===== config.mk =====
export PLATFORM = sky130hd
export DESIGN_NAME = lru4_tracker
export DESIGN_NICKNAME = d
export VERILOG_FILES = /design/src/rtl/lru4_pkg.sv /design/src/rtl/lru4_update.sv /design/src/rtl/lru4_decode.sv /design/src/rtl/lru4_store.sv /design/src/rtl/lru4_tracker.sv
export SDC_FILE = /design/constraint.sdc
export NUM_CORES = 2
export LEC_CHECK = 0
export BUFFER_PORTS_ARGS = -buffer_cell sky130_fd_sc_hd__buf_2
export CAP_MARGIN = 25
export CORE_MARGIN = 1
export CORE_UTILIZATION = 27
export CTS_CLUSTER_DIAMETER = 40
export DETAILED_ROUTE_END_ITERATION = 8
export PLACE_DENSITY = 0.51
export SLEW_MARGIN = 0
export SYNTH_ARGS = -nofsm -noshare
export SYNTH_HDL_FRONTEND = slang
export SYNTH_HIERARCHICAL = 1
export SYNTH_SLANG_ARGS = --single-unit

===== constraint.sdc =====
create_clock -name clk -period 9.21 [get_ports clk]
set_input_delay 1.842 -clock clk [delete_from_list [all_inputs] [get_ports clk]]
set_output_delay 1.842 -clock clk [all_outputs]
set_load 0.005 [all_outputs]

===== src/rtl/lru4_pkg.sv =====
package lru4_pkg;
  localparam int NWAYS = 4;
  localparam int LRU_W = 6;
  typedef logic [LRU_W-1:0] lru_bits_t;
  typedef logic [1:0]       way_t;

  // Bit position for the pair (a,b) with a < b: (0,1)->5 ... (2,3)->0
  function automatic int pair_bit(input int a, input int b);
    return LRU_W - 1 - (a * 3 - (a * (a - 1)) / 2 + (b - a - 1));
  endfunction
endpackage


===== src/rtl/lru4_update.sv =====
module lru4_update
  import lru4_pkg::*;
(
  input  lru_bits_t cur,
  input  way_t      way,
  output lru_bits_t nxt
);
  always_comb begin
    nxt = cur;
    for (int a = 0; a < NWAYS; a++) begin
      for (int b = a + 1; b < NWAYS; b++) begin
        if (way_t'(a) == way) nxt[pair_bit(a, b)] = 1'b0;
        if (way_t'(b) == way) nxt[pair_bit(a, b)] = 1'b1;
      end
    end
  end
endmodule


===== src/rtl/lru4_decode.sv =====
module lru4_decode
  import lru4_pkg::*;
(
  input  lru_bits_t bits,
  output way_t      victim,
  output logic      legal
);
  logic [1:0] rank [NWAYS];

  for (genvar w = 0; w < NWAYS; w++) begin : g_rank
    always_comb begin
      rank[w] = '0;
      for (int x = 0; x < NWAYS; x++) begin
        if (x < w)      rank[w] = rank[w] + {1'b0, ~bits[pair_bit(x, w)]};
        else if (x > w) rank[w] = rank[w] + {1'b0, bits[pair_bit(w, x)]};
      end
    end
  end

  always_comb begin
    logic [NWAYS-1:0] seen;
    seen   = '0;
    victim = '0;
    for (int w = NWAYS - 1; w >= 0; w--) begin
      seen[rank[w]] = 1'b1;
      if (rank[w] == 2'd3) victim = way_t'(w);
    end
    legal = &seen;
  end
endmodule


===== src/rtl/lru4_store.sv =====
module lru4_store
  import lru4_pkg::*;
#(
  parameter int SETS  = 256,
  parameter int IDX_W = $clog2(SETS)
) (
  input  logic             clk,
  input  logic             por_n,
  input  logic             hw_we,
  input  logic [IDX_W-1:0] hw_idx,
  input  lru_bits_t        hw_data,
  input  logic             sw_we,
  input  logic [IDX_W-1:0] sw_idx,
  input  lru_bits_t        sw_data,
  input  logic [IDX_W-1:0] rd_a_idx,
  output lru_bits_t        rd_a,
  input  logic [IDX_W-1:0] rd_b_idx,
  output lru_bits_t        rd_b
);
  lru_bits_t mem [SETS];

  always_ff @(posedge clk or negedge por_n) begin
    if (!por_n) begin
      for (int s = 0; s < SETS; s++) mem[s] <= '0;
    end else begin
      if (hw_we) mem[hw_idx] <= hw_data;
      if (sw_we) mem[sw_idx] <= sw_data;   // later assignment wins on a shared set
    end
  end

  assign rd_a = mem[rd_a_idx];
  assign rd_b = mem[rd_b_idx];
endmodule


===== src/rtl/lru4_tracker.sv =====
module lru4_tracker
  import lru4_pkg::*;
#(
  parameter int SETS  = 256,
  parameter int IDX_W = $clog2(SETS)
) (
  input  logic             clk,
  input  logic             por_n,
  input  logic             mrst_n,
  input  logic             acc_valid,
  input  logic [IDX_W-1:0] acc_set,
  input  logic [1:0]       acc_way,
  output logic [1:0]       vic_way,
  input  logic             sw_we,
  input  logic [IDX_W-1:0] sw_set,
  input  logic [5:0]       sw_wdata,
  output logic [5:0]       sw_rdata,
  output logic             wr_err
);
  lru_bits_t acc_cur, acc_nxt;
  logic      wdata_legal, hw_go, sw_go;
  way_t      unused_way;

  assign sw_go = sw_we & mrst_n & wdata_legal;
  assign hw_go = acc_valid & mrst_n;

  lru4_store #(.SETS(SETS), .IDX_W(IDX_W)) u_store (
    .clk(clk), .por_n(por_n),
    .hw_we(hw_go), .hw_idx(acc_set), .hw_data(acc_nxt),
    .sw_we(sw_go), .sw_idx(sw_set),  .sw_data(sw_wdata),
    .rd_a_idx(acc_set), .rd_a(acc_cur),
    .rd_b_idx(sw_set),  .rd_b(sw_rdata)
  );

  lru4_update u_upd (.cur(acc_cur), .way(acc_way), .nxt(acc_nxt));

  lru4_decode u_vic (.bits(acc_cur), .victim(vic_way), .legal());

  lru4_decode u_chk_wr (.bits(sw_wdata), .victim(unused_way), .legal(wdata_legal));

  always_ff @(posedge clk or negedge por_n) begin
    if (!por_n)       wr_err <= 1'b0;
    else if (!mrst_n) wr_err <= 1'b0;
    else              wr_err <= sw_we & ~wdata_legal;
  end
endmodule


==> impl_results.md <==
- Synth warn: 6
- Reg2Reg Depth: 11
- Critical Path End Type: output port
- FP Rows: 220
- H-tree Lvls: 5
- Maximum operating frequency: 109.0 MHz
- CTS tree: yes
- Worst EP required: 7.37 ns
- Max IR drop VDD: ~160 uV
- Gp weighted congestion: ~1
- IO Port Bufs: 37
- Initial core utilization: 27.17%
- Critical R2R Launch: u_store/mem[621]
- Synthesized area: 97,760 um^2
- Routed Antenna Nets: 0
- Leakage: 47.88 nW
- Grt ovf: 0
- Max-cap violations: 0
- Post-DP Area: ~100,000 um^2
- Power Dens Cells: ~190 nW/um^2
- Initial antenna violation count: 39
- DP Cell Count: 13.67k
- Clk buf depth: 4
- Mean post-synth cell area: 10.22 um^2
- Post-CTS Setup Bufs: 0
- Min Clock Period, post-route: between 9 and 10 ns
- Die Wd: between 600 and 700 um
- Layout Utilization: between 30% and 40%
- Crit path DAT: about 7.3 ns
- Worst Setup Start Kind: primary input
- Vias in the first global route: around 81k
- Largest net degree at the start of global routing: roughly 160
- Final setup vio count: 0
- First-pass GRT wire length: 617,400 um
- Setup TNS: 0 ns
- Die area: around 360,000 um^2
- WS Path Type: primary input to output port
- TritonRoute pass-1 iters: 8
- CP startpoint: acc_set[1]
- Final Cycle Share: between 90% and 100%
- Die height: between 600 and 700 um
- Final Slew Violations: 0
- Wirelength per Cell: 30.41 um
- Fin nets: between 9k and 10k
- Skew final: about 0.094 ns
- Share of layout cells above drive strength 1: 17.14%
- Crit Path Max Fanout: 79
- Final wirelength: roughly 430,000 um
- Worst skew pair latency: 0.91 ns
- Syn Inst Count: 9,565
- Design area: 114,200 um^2
- Clock root cell: clkbuf_16
- Fin cells: 14.27k
- Gr usage total: between 20% and 30%
- Status: finished clean
- Pwr Total: 22.06 mW
- TritonCTS Buffers: 317
- Hold depth: 2
- Hold path start: u_store/mem[317]
- Via Count: 82.62k
- Clock sink total: 1,537
- Area growth, synth to finish: 16.82%
- Vias per Instance: about 5.8
- Fillers: about 36k
- Clk slew on worst S/H paths: about 0.050 ns
- RSZ-0062 raised after global routing: false
- Slew margin rel.: approximately 18%
- Actual slew at the worst max-slew pin: 1.224 ns
- 1st-iter DRT viols: around 11k
- # IOs: 38
- Syn Nets: between 9k and 10k
- DRC errors left: 0
- Final Hold Vio Count: 0
- Worst hold path class: flip-flop to flip-flop
- Core area: 359,800 um^2
- Dpl hpwl: roughly 280,000 um
per-layer routing:
metal  share of wire, %  up-vias  global-route usage (%)
li1                   -    34289                       -
met3                 11     1223                   6.654
met5              0.027        -                       0
met1                 39    41976                   29.76
met4                6.3       18                   14.04
met2                 44     5111                   34.66
metrics by stage:
step	setup slack, ns	hold WS, ns
finish	0.03366	0.5892
detailed placement	0.1310	0.5761
CTS	0.1365	0.5893
global placement	0.07935	0.5587
global route	0.1336	0.6018
floorplan	2.635	0.5389
where the power goes:
part	internal, mW	switching (mW)
clock	8.19	4.14
sequential	7.05	0.305
combinational	0.770	1.61
path summary, 6_finish.rpt:
check | endpoint | slack, ns
min in group asynchronous | u_store/mem[325] | 0.90
worst min register to register | u_store/mem[317] | 0.59
worst max-delay path | vic_way[1] | 0.03
worst max register to register | u_store/mem[99] | 4.18
worst min-delay path | u_store/mem[317] | 0.59
max in group asynchronous | u_store/mem[1189] | 6.07
worst max-delay path, cell delays in order:
cell	delay [ns]
buf_8	0.53
nand2b_1	0.35
nor2_1	0.16
a22o_1	0.28
o41ai_1	0.89
nand4_1	0.17
o31ai_1	0.76
nand3_1	0.38
fa_1	0.58
a21o_1	0.20
a21oi_1	0.52
buf_4	0.21
buf_2	0.12
layout make-up:
class                   count  area, um^2  share of cell area [%]
inverters                  19       71.32                 0.06244
flip-flops and latches   1537       38460                   33.68
clock buffers             390        8798                   7.704
repair buffers            269        2755                   2.412
well taps                4773        5972                   5.229
diodes                     25       62.56                 0.05478
clock inverters           187        2562                   2.244
multi-input cells        7074       55530                   48.62
repair_timing:
action | in CTS | in global routing
gates resized for setup | 0 | 1
endpoints found under the setup margin | 0 | 2
hold buffers | 0 | 0
sequential cells by signal (all words and copies together), names as in the netlist:
signal,cells
u_store/mem,1536
wr_err,1
cell usage in the layout (no fill, tap or decap), types with 55 or more instances in the layout:
cell type / count
o21ai_0: 1034
nand3_1: 84
buf_4: 173
nor2b_1: 55
a22oi_1: 129
nand2_1: 1273
nor2_1: 931
clkbuf_16: 326
mux4_2: 696
a21oi_1: 628
dfrtp_1: 1537
mux2i_1: 1782
Note: power is estimated with default switching activity, not from simulation.
